File: config.mk
export PLATFORM = sky130hd
export DESIGN_NAME = lin_mode_ctrl
export DESIGN_NICKNAME = d
export VERILOG_FILES = /design/src/rtl/lin_mc_pkg.sv /design/src/rtl/lin_en_sync.sv /design/src/rtl/lin_mode_fsm.sv /design/src/rtl/lin_mode_outdec.sv /design/src/rtl/lin_mode_ctrl.sv
export SDC_FILE = /design/constraint.sdc
export NUM_CORES = 1
export LEC_CHECK = 0
export BUFFER_PORTS_ARGS = -buffer_cell sky130_fd_sc_hd__buf_2
export CORE_AREA = 5 5 42 44
export CTS_CLUSTER_DIAMETER = 80
export DETAILED_ROUTE_END_ITERATION = 16
export DIE_AREA = 0 0 47 49
export HOLD_SLACK_MARGIN = 0.02
export SYNTH_ARGS = -nofsm -noshare
export SYNTH_HDL_FRONTEND = slang
export SYNTH_SLANG_ARGS = --single-unit
export TNS_END_PERCENT = 20
File: constraint.sdc
create_clock -name clk -period 3.93 [get_ports clk]
set_clock_uncertainty 0.05 [all_clocks]
set_input_delay 0.786 -clock clk [delete_from_list [all_inputs] [get_ports clk]]
set_output_delay 0.786 -clock clk [all_outputs]
set_load 0.03 [all_outputs]
File: src/rtl/lin_mc_pkg.sv
package lin_mc_pkg;
  typedef enum logic [1:0] {
    MODE_UNPWR = 2'd0,
    MODE_SLEEP = 2'd1,
    MODE_STBY  = 2'd2,
    MODE_NORM  = 2'd3
  } lin_mode_e;

  typedef enum logic {
    SRC_BUS   = 1'b0,
    SRC_LOCAL = 1'b1
  } wake_src_e;

  localparam logic [1:0] TERM_NONE  = 2'b00;
  localparam logic [1:0] TERM_WEAK  = 2'b01;
  localparam logic [1:0] TERM_SLAVE = 2'b10;
endpackage

File: src/rtl/lin_en_sync.sv
module lin_en_sync #(
  parameter int STAGES = 2
) (
  input  logic clk,
  input  logic rst_n,
  input  logic d_i,
  output logic q_o,
  output logic ready_o
);
  localparam int CW = $clog2(STAGES + 1);
  localparam logic [CW-1:0] FULL = CW'(STAGES);

  logic [STAGES-1:0] stg;
  logic [CW-1:0]     fill_q;

  generate
    for (genvar g = 0; g < STAGES; g++) begin : g_stage
      if (g == 0) begin : g_first
        always_ff @(posedge clk or negedge rst_n)
          if (!rst_n) stg[0] <= 1'b0;
          else        stg[0] <= d_i;
      end else begin : g_next
        always_ff @(posedge clk or negedge rst_n)
          if (!rst_n) stg[g] <= 1'b0;
          else        stg[g] <= stg[g-1];
      end
    end
  endgenerate

  // counts edges since reset until the chain holds real samples
  always_ff @(posedge clk or negedge rst_n)
    if (!rst_n)              fill_q <= '0;
    else if (fill_q != FULL) fill_q <= fill_q + 1'b1;

  assign q_o     = stg[STAGES-1];
  assign ready_o = (fill_q == FULL);
endmodule

File: src/rtl/lin_mode_fsm.sv
module lin_mode_fsm
  import lin_mc_pkg::*;
(
  input  logic      clk,
  input  logic      rst_n,
  input  logic      en_s_i,
  input  logic      sync_ready_i,
  input  logic      uv_i,
  input  logic      wake_bus_i,
  input  logic      wake_local_i,
  output lin_mode_e mode_o,
  output wake_src_e src_o
);
  lin_mode_e mode_q, mode_d;
  wake_src_e src_q, src_d;

  always_comb begin
    mode_d = mode_q;
    src_d  = src_q;
    if (uv_i) begin
      mode_d = MODE_UNPWR;
      src_d  = SRC_BUS;
    end else begin
      unique case (mode_q)
        MODE_UNPWR: if (sync_ready_i) begin
          mode_d = en_s_i ? MODE_NORM : MODE_STBY;
          src_d  = SRC_BUS;
        end
        MODE_SLEEP: if (en_s_i) begin
          mode_d = MODE_NORM;
          src_d  = SRC_BUS;
        end else if (wake_bus_i || wake_local_i) begin
          mode_d = MODE_STBY;
          src_d  = wake_bus_i ? SRC_BUS : SRC_LOCAL;
        end
        MODE_STBY: if (en_s_i) begin
          mode_d = MODE_NORM;
          src_d  = SRC_BUS;
        end
        MODE_NORM: if (!en_s_i) mode_d = MODE_SLEEP;
        default: mode_d = MODE_UNPWR;
      endcase
    end
  end

  always_ff @(posedge clk or negedge rst_n)
    if (!rst_n) begin
      mode_q <= MODE_UNPWR;
      src_q  <= SRC_BUS;
    end else begin
      mode_q <= mode_d;
      src_q  <= src_d;
    end

  assign mode_o = mode_q;
  assign src_o  = src_q;
endmodule

File: src/rtl/lin_mode_outdec.sv
module lin_mode_outdec
  import lin_mc_pkg::*;
(
  input  lin_mode_e   mode_i,
  input  wake_src_e   src_i,
  input  logic        rx_bus_i,
  output logic        tx_en_o,
  output logic        rx_path_en_o,
  output logic [1:0]  term_sel_o,
  output logic        inh_on_o,
  output logic        rxd_low_o,
  output logic        txd_pd_o
);
  always_comb begin
    tx_en_o      = 1'b0;
    rx_path_en_o = 1'b0;
    term_sel_o   = TERM_NONE;
    inh_on_o     = 1'b0;
    rxd_low_o    = 1'b0;
    txd_pd_o     = 1'b0;
    unique case (mode_i)
      MODE_NORM: begin
        tx_en_o      = 1'b1;
        rx_path_en_o = 1'b1;
        term_sel_o   = TERM_SLAVE;
        inh_on_o     = 1'b1;
        rxd_low_o    = ~rx_bus_i;
      end
      MODE_STBY: begin
        term_sel_o = TERM_SLAVE;
        inh_on_o   = 1'b1;
        rxd_low_o  = 1'b1;
        txd_pd_o   = (src_i == SRC_LOCAL);
      end
      MODE_SLEEP: term_sel_o = TERM_WEAK;
      default: ;
    endcase
  end
endmodule

File: src/rtl/lin_mode_ctrl.sv
module lin_mode_ctrl #(
  parameter int SYNC_STAGES = 2
) (
  input  logic       clk,
  input  logic       rst_n,
  input  logic       en_i,
  input  logic       wake_local_i,
  input  logic       wake_bus_i,
  input  logic       uv_i,
  input  logic       rx_bus_i,
  output logic       tx_en_o,
  output logic       rx_path_en_o,
  output logic [1:0] term_sel_o,
  output logic       inh_on_o,
  output logic       rxd_low_o,
  output logic       txd_pd_o
);
  import lin_mc_pkg::*;

  logic      en_s, sync_ready;
  lin_mode_e mode;
  wake_src_e src;

  lin_en_sync #(.STAGES(SYNC_STAGES)) u_sync (
    .clk(clk), .rst_n(rst_n), .d_i(en_i), .q_o(en_s), .ready_o(sync_ready)
  );

  lin_mode_fsm u_fsm (
    .clk(clk), .rst_n(rst_n), .en_s_i(en_s), .sync_ready_i(sync_ready),
    .uv_i(uv_i), .wake_bus_i(wake_bus_i), .wake_local_i(wake_local_i),
    .mode_o(mode), .src_o(src)
  );

  lin_mode_outdec u_dec (
    .mode_i(mode), .src_i(src), .rx_bus_i(rx_bus_i),
    .tx_en_o(tx_en_o), .rx_path_en_o(rx_path_en_o), .term_sel_o(term_sel_o),
    .inh_on_o(inh_on_o), .rxd_low_o(rxd_low_o), .txd_pd_o(txd_pd_o)
  );
endmodule

Word-level counts from Yosys, hierarchy flattened
Index checks and enable logic that the tools add are counted.

Word-level logic and storage cells: 42. Register bits after elaboration: 7.

Multiplexer cells: 20. Reduce and logical (&&, ||, !) cells: 6. Bitwise operators: 1. $add $sub $neg: 1. Equality and inequality tests: 9.

Operators by type and width (count): 2-bit two-way mux (6); 1-bit two-way mux (10); 3-bit inequality test (second input constant) (3); 2-bit case mux with 4 select lines (1); 4-bit AND reduction (2); 2-bit == test (second input constant) (3); 4-bit inequality test (second input constant) (1); 2-bit case mux with 2 select lines (1); 4-bit nonzero test (1); 1-bit case mux with 3 select lines (1); 2-bit by 1-bit adder with 2-bit output (second input constant) (1); 2-bit by 1-bit == test with 1-bit output (second input constant) (1); 2-bit logical NOT (1); 2-bit inequality test (second input constant) (1); 1-bit case mux with 2 select lines (1); 2-bit OR reduction (1); 1-bit logical OR (1); 1-bit inverter (1).

Logic depth before layout (Yosys ltp)
Word-level depth: 5. Gate-level depth with buffers: 5. Mapped depth without buffers: 5.

Hierarchy
Synthesis repeated with hierarchy kept, for this count alone.

Cell total of the unflattened synthesis: 34. Area, all modules: 370.4 sq um.

By module, submodules not included: lin_mode_fsm (cells each 17, seq. area each 75.1 sq um, area each 171.4 sq um, times used 1); lin_en_sync (cells each 10, seq. area each 100.1 sq um, area each 146.4 sq um, times used 1); lin_mode_outdec (cells each 7, seq. area each 0.0 sq um, area each 52.6 sq um, times used 1).

Least setup slack after synthesis
OpenSTA, ideal clock, no wires.

Path kind: reg2out. From: register u_fsm.mode_q[0] (netlist: u_fsm.mode_o[0]). To: output port rxd_low_o. Stages on the path, launching flop included: 4. Arrival: 1.414 ns. Required time: 3.094 ns. Path buffers: 0. Setup slack: 1.680 ns. Cells stage by stage: dfrtp_1 > ha_1 > inv_1 > o21bai_1.

Cells in the longest elaborated chain, start to end: 2. Elaborated cells between the ends (all ways): 3. Those cells by class: eq/ne: 2; mux: 1.

Ends and longest elaborated chain: start, declared (RTL line lin_mode_fsm.sv:14) `lin_mode_e mode_q, mode_d;`; start signal, assigned (RTL line lin_mode_fsm.sv:51) `mode_q <= mode_d;`; 2-bit == test (RTL line lin_mode_outdec.sv:21) `unique case (mode_i)`; 1-bit case mux with 2 select lines * (RTL line lin_mode_outdec.sv:21); end, declared (RTL line lin_mode_ctrl.sv:15) `output logic rxd_low_o,`.

Mark *: on every way between the ends. The rest lies on a longest branch, timed or not.

Worst setup path in the final report
From: register u_fsm.mode_q[0] (netlist: u_fsm.mode_o[0]). To: output port inh_on_o.

Cells in the longest elaborated chain, start to end: 3. Elaborated cells between the ends (all ways): 4. Those cells by class: eq/ne: 2; mux: 1; reduce/logical: 1.

Ends and longest elaborated chain: 2-bit == test (RTL line lin_mode_outdec.sv:21); 2-bit OR reduction (no source line) *; 1-bit two-way mux * (RTL line lin_mode_outdec.sv:21); end, declared (RTL line lin_mode_ctrl.sv:14) `output logic inh_on_o,`.

Marks and branches as above.

==> metrics.txt <==
fin. max-slew vios=0; post-synth cell types=25; CTS max path bufs=2; H-Tree Depth=1; Multi-input gate area=249 um^2; CTS tree=built; setup_tns=0 ns; setup ws final=1.64 ns; Required @ worst endpoint=3.09 ns; min cycle time layout=2.29 ns; initial drt markers=4; Crit Path Category=reg2out; Hold Crit Class=reg2reg; layout cell share with drive strength beyond 1=33.3%; fill cell count=153; Ports=14; Synth top area share=37.6%; Syn Std Cell Area=465 um^2; Initial Utilization=33.2%; final hold slack=0.299 ns; Slew HR=83.8%; WL/cell=10.5 um; Nets=74; Lkg Pwr=0.286 nW; overall routing resource usage=7.86%; largest stage delay on the critical path=0.41 ns; Synth Flop Type=dfrtp_1; post-synthesis sequential area ratio=37.6%; Worst-Skew Late Latency=0.24 ns; synthesis-to-finish area growth=20.7%; die area=2300 um^2; PnR Total Power=0.200 mW; MaxCap Viol Count=0; CP max FO=6; Antenna diodes=0; Post-synth EDFFs=0; GP Congestion=0.697; Post-DRT Antenna Nets=0; root cell of the clock tree=clkbuf_4; Routed WL=796 um; die height=49 um; fin area=562 um^2; Vias/cell=4.75; Finish-stage setup viols=0; outcome=complete, no violations; drt pass-1 iters=2; Synth Net Count=58; syn avg cell area=10.3 um^2; worst slack at placement=1.89 ns; hpwl dp=660 um; antenna violations before repair=0; Crit-path slowest cell=dfrtp_1; post-cts sizing count=0; CP Launch Type=flip-flop; global route overflow=0; first-pass GRT wire length=1.35 mm; Final Util=40.1%; row cnt=14; Via Count=361; DRC violations left=0; largest net degree at the start of global routing=8; Max VDD drop=0.156 mV; FFs w/ async S/R, synth=100%; IO buf count=13; crit-path cells=inv_1 > ha_1 > or2_2 > buf_2; cell taking the most area after synthesis=dfrtp_1; register area=175 um^2; CTS buffer count=3; CTS Hold Buffers Added=0; CP Capture Type=output pin; Commonest cells post-synth=dfrtp_1 (7), inv_1 (7), ha_1 (6); flop2flop setup slack=2.41 ns; synth top area cells=dfrtp_1 (38%), ha_1 (16%), inv_1 (5.6%); crit share post-route=58.4%; Post-CTS Setup Bufs=0; Cells after DPL=72; final hold vios=0; FF+latch count, synth=7; Worst Tran Pin Value=0.239 ns; Core ar.=1400 um^2; Worst-path clk slew=0.05 ns; Cell Count, Final, Fillers Out=76; RSZ-0062 raised after global routing=false; number of global-route vias before repair=336; # clock sinks=7; Power Density=356 nW/um^2; Die X=47 um; Synth warnings=0; Highest Clock Rate=0.436 GHz; placed cell areas=536 um^2; Critical Path AT=1.46 ns; Post-Syn Instances=45
[final cells by class]
class                   count  area share (%)
well taps                  16            3.56
multi-input cells          29            44.3
repair buffers             13            11.6
flip-flops and latches      7            31.2
clock buffers               4            4.68
inverters                   7            4.68
[critical path: cells and delay by family (launching register included)]
family                   cells  cell delay [ns]
AND/OR/NAND/NOR              1             0.29
flip-flops                   1             0.41
buffers and inverters        2             0.26
adder cells (fa/ha/maj)      1             0.25
[flip-flops by register name (all words and copies together), names as in the netlist]
signal and flops:
u_fsm.src_o 1, u_sync.fill_q 2, u_fsm.mode_o 2, u_sync.q_o 1
u_sync.stg 1
[routing by layer]
metal	wire length, um	vias up	GRT usage [%]
met5	0	-	0
met4	0	0	4.15
met3	57	0	1.11
met2	395	9	12.7
met1	343	169	9.62
li1	-	183	-
[cells in the final DEF, fill, tap and decap left out]
cell type	Yosys	routed
a21oi_1	1	1
clkbuf_1	0	1
nand2_1	1	1
o2111ai_1	1	1
mux2_2	1	1
nor2_1	2	2
dfrtp_1	7	7
o21ai_0	1	1
and2_1	1	1
nand3b_1	1	1
o311ai_1	1	1
and4b_1	1	1
nor3b_2	1	1
o21bai_1	1	1
a31o_1	1	1
clkbuf_4	0	3
inv_1	7	7
nand3_1	1	1
ha_1	6	6
nand2b_1	2	2
xnor2_1	1	1
or2_2	1	1
buf_2	0	13
o211a_1	1	1
a211oi_2	1	1
nor4bb_1	1	1
a31oi_1	1	1
[path summary, 6_finish.rpt]
kind / startpoint / endpoint / cells past startpoint
max: u_fsm.mode_o[0] / inh_on_o / 4
min: u_sync.stg[0] / u_sync.q_o / 0
max reg2reg: u_fsm.mode_o[1] / u_fsm.mode_o[0] / 5
min reg2reg: u_sync.stg[0] / u_sync.q_o / 0
max in group asynchronous: rst_n / u_fsm.mode_o[1] / 1
min in group asynchronous: rst_n / u_sync.stg[0] / 1
[power by group]
group	switching [mW]	total (mW)	internal [mW]
Combinational	0.0357	0.0567	0.0209
Sequential	0.00385	0.0796	0.0757
Clock	0.0249	0.0636	0.0386
Total	0.0645	0.200	0.135
[kinds of logic after synthesis]
kind of cell | share of synthesized area (%)
AOI/OAI and AO/OA | 15.6
xor gates and xnor gates | 1.88
adders and majority gates | 16.1
buffers and inverters | 8.87
DFF | 37.6
muxes | 2.42
and+or+nand+nor | 17.5
Power figures use the tool's default switching activity.
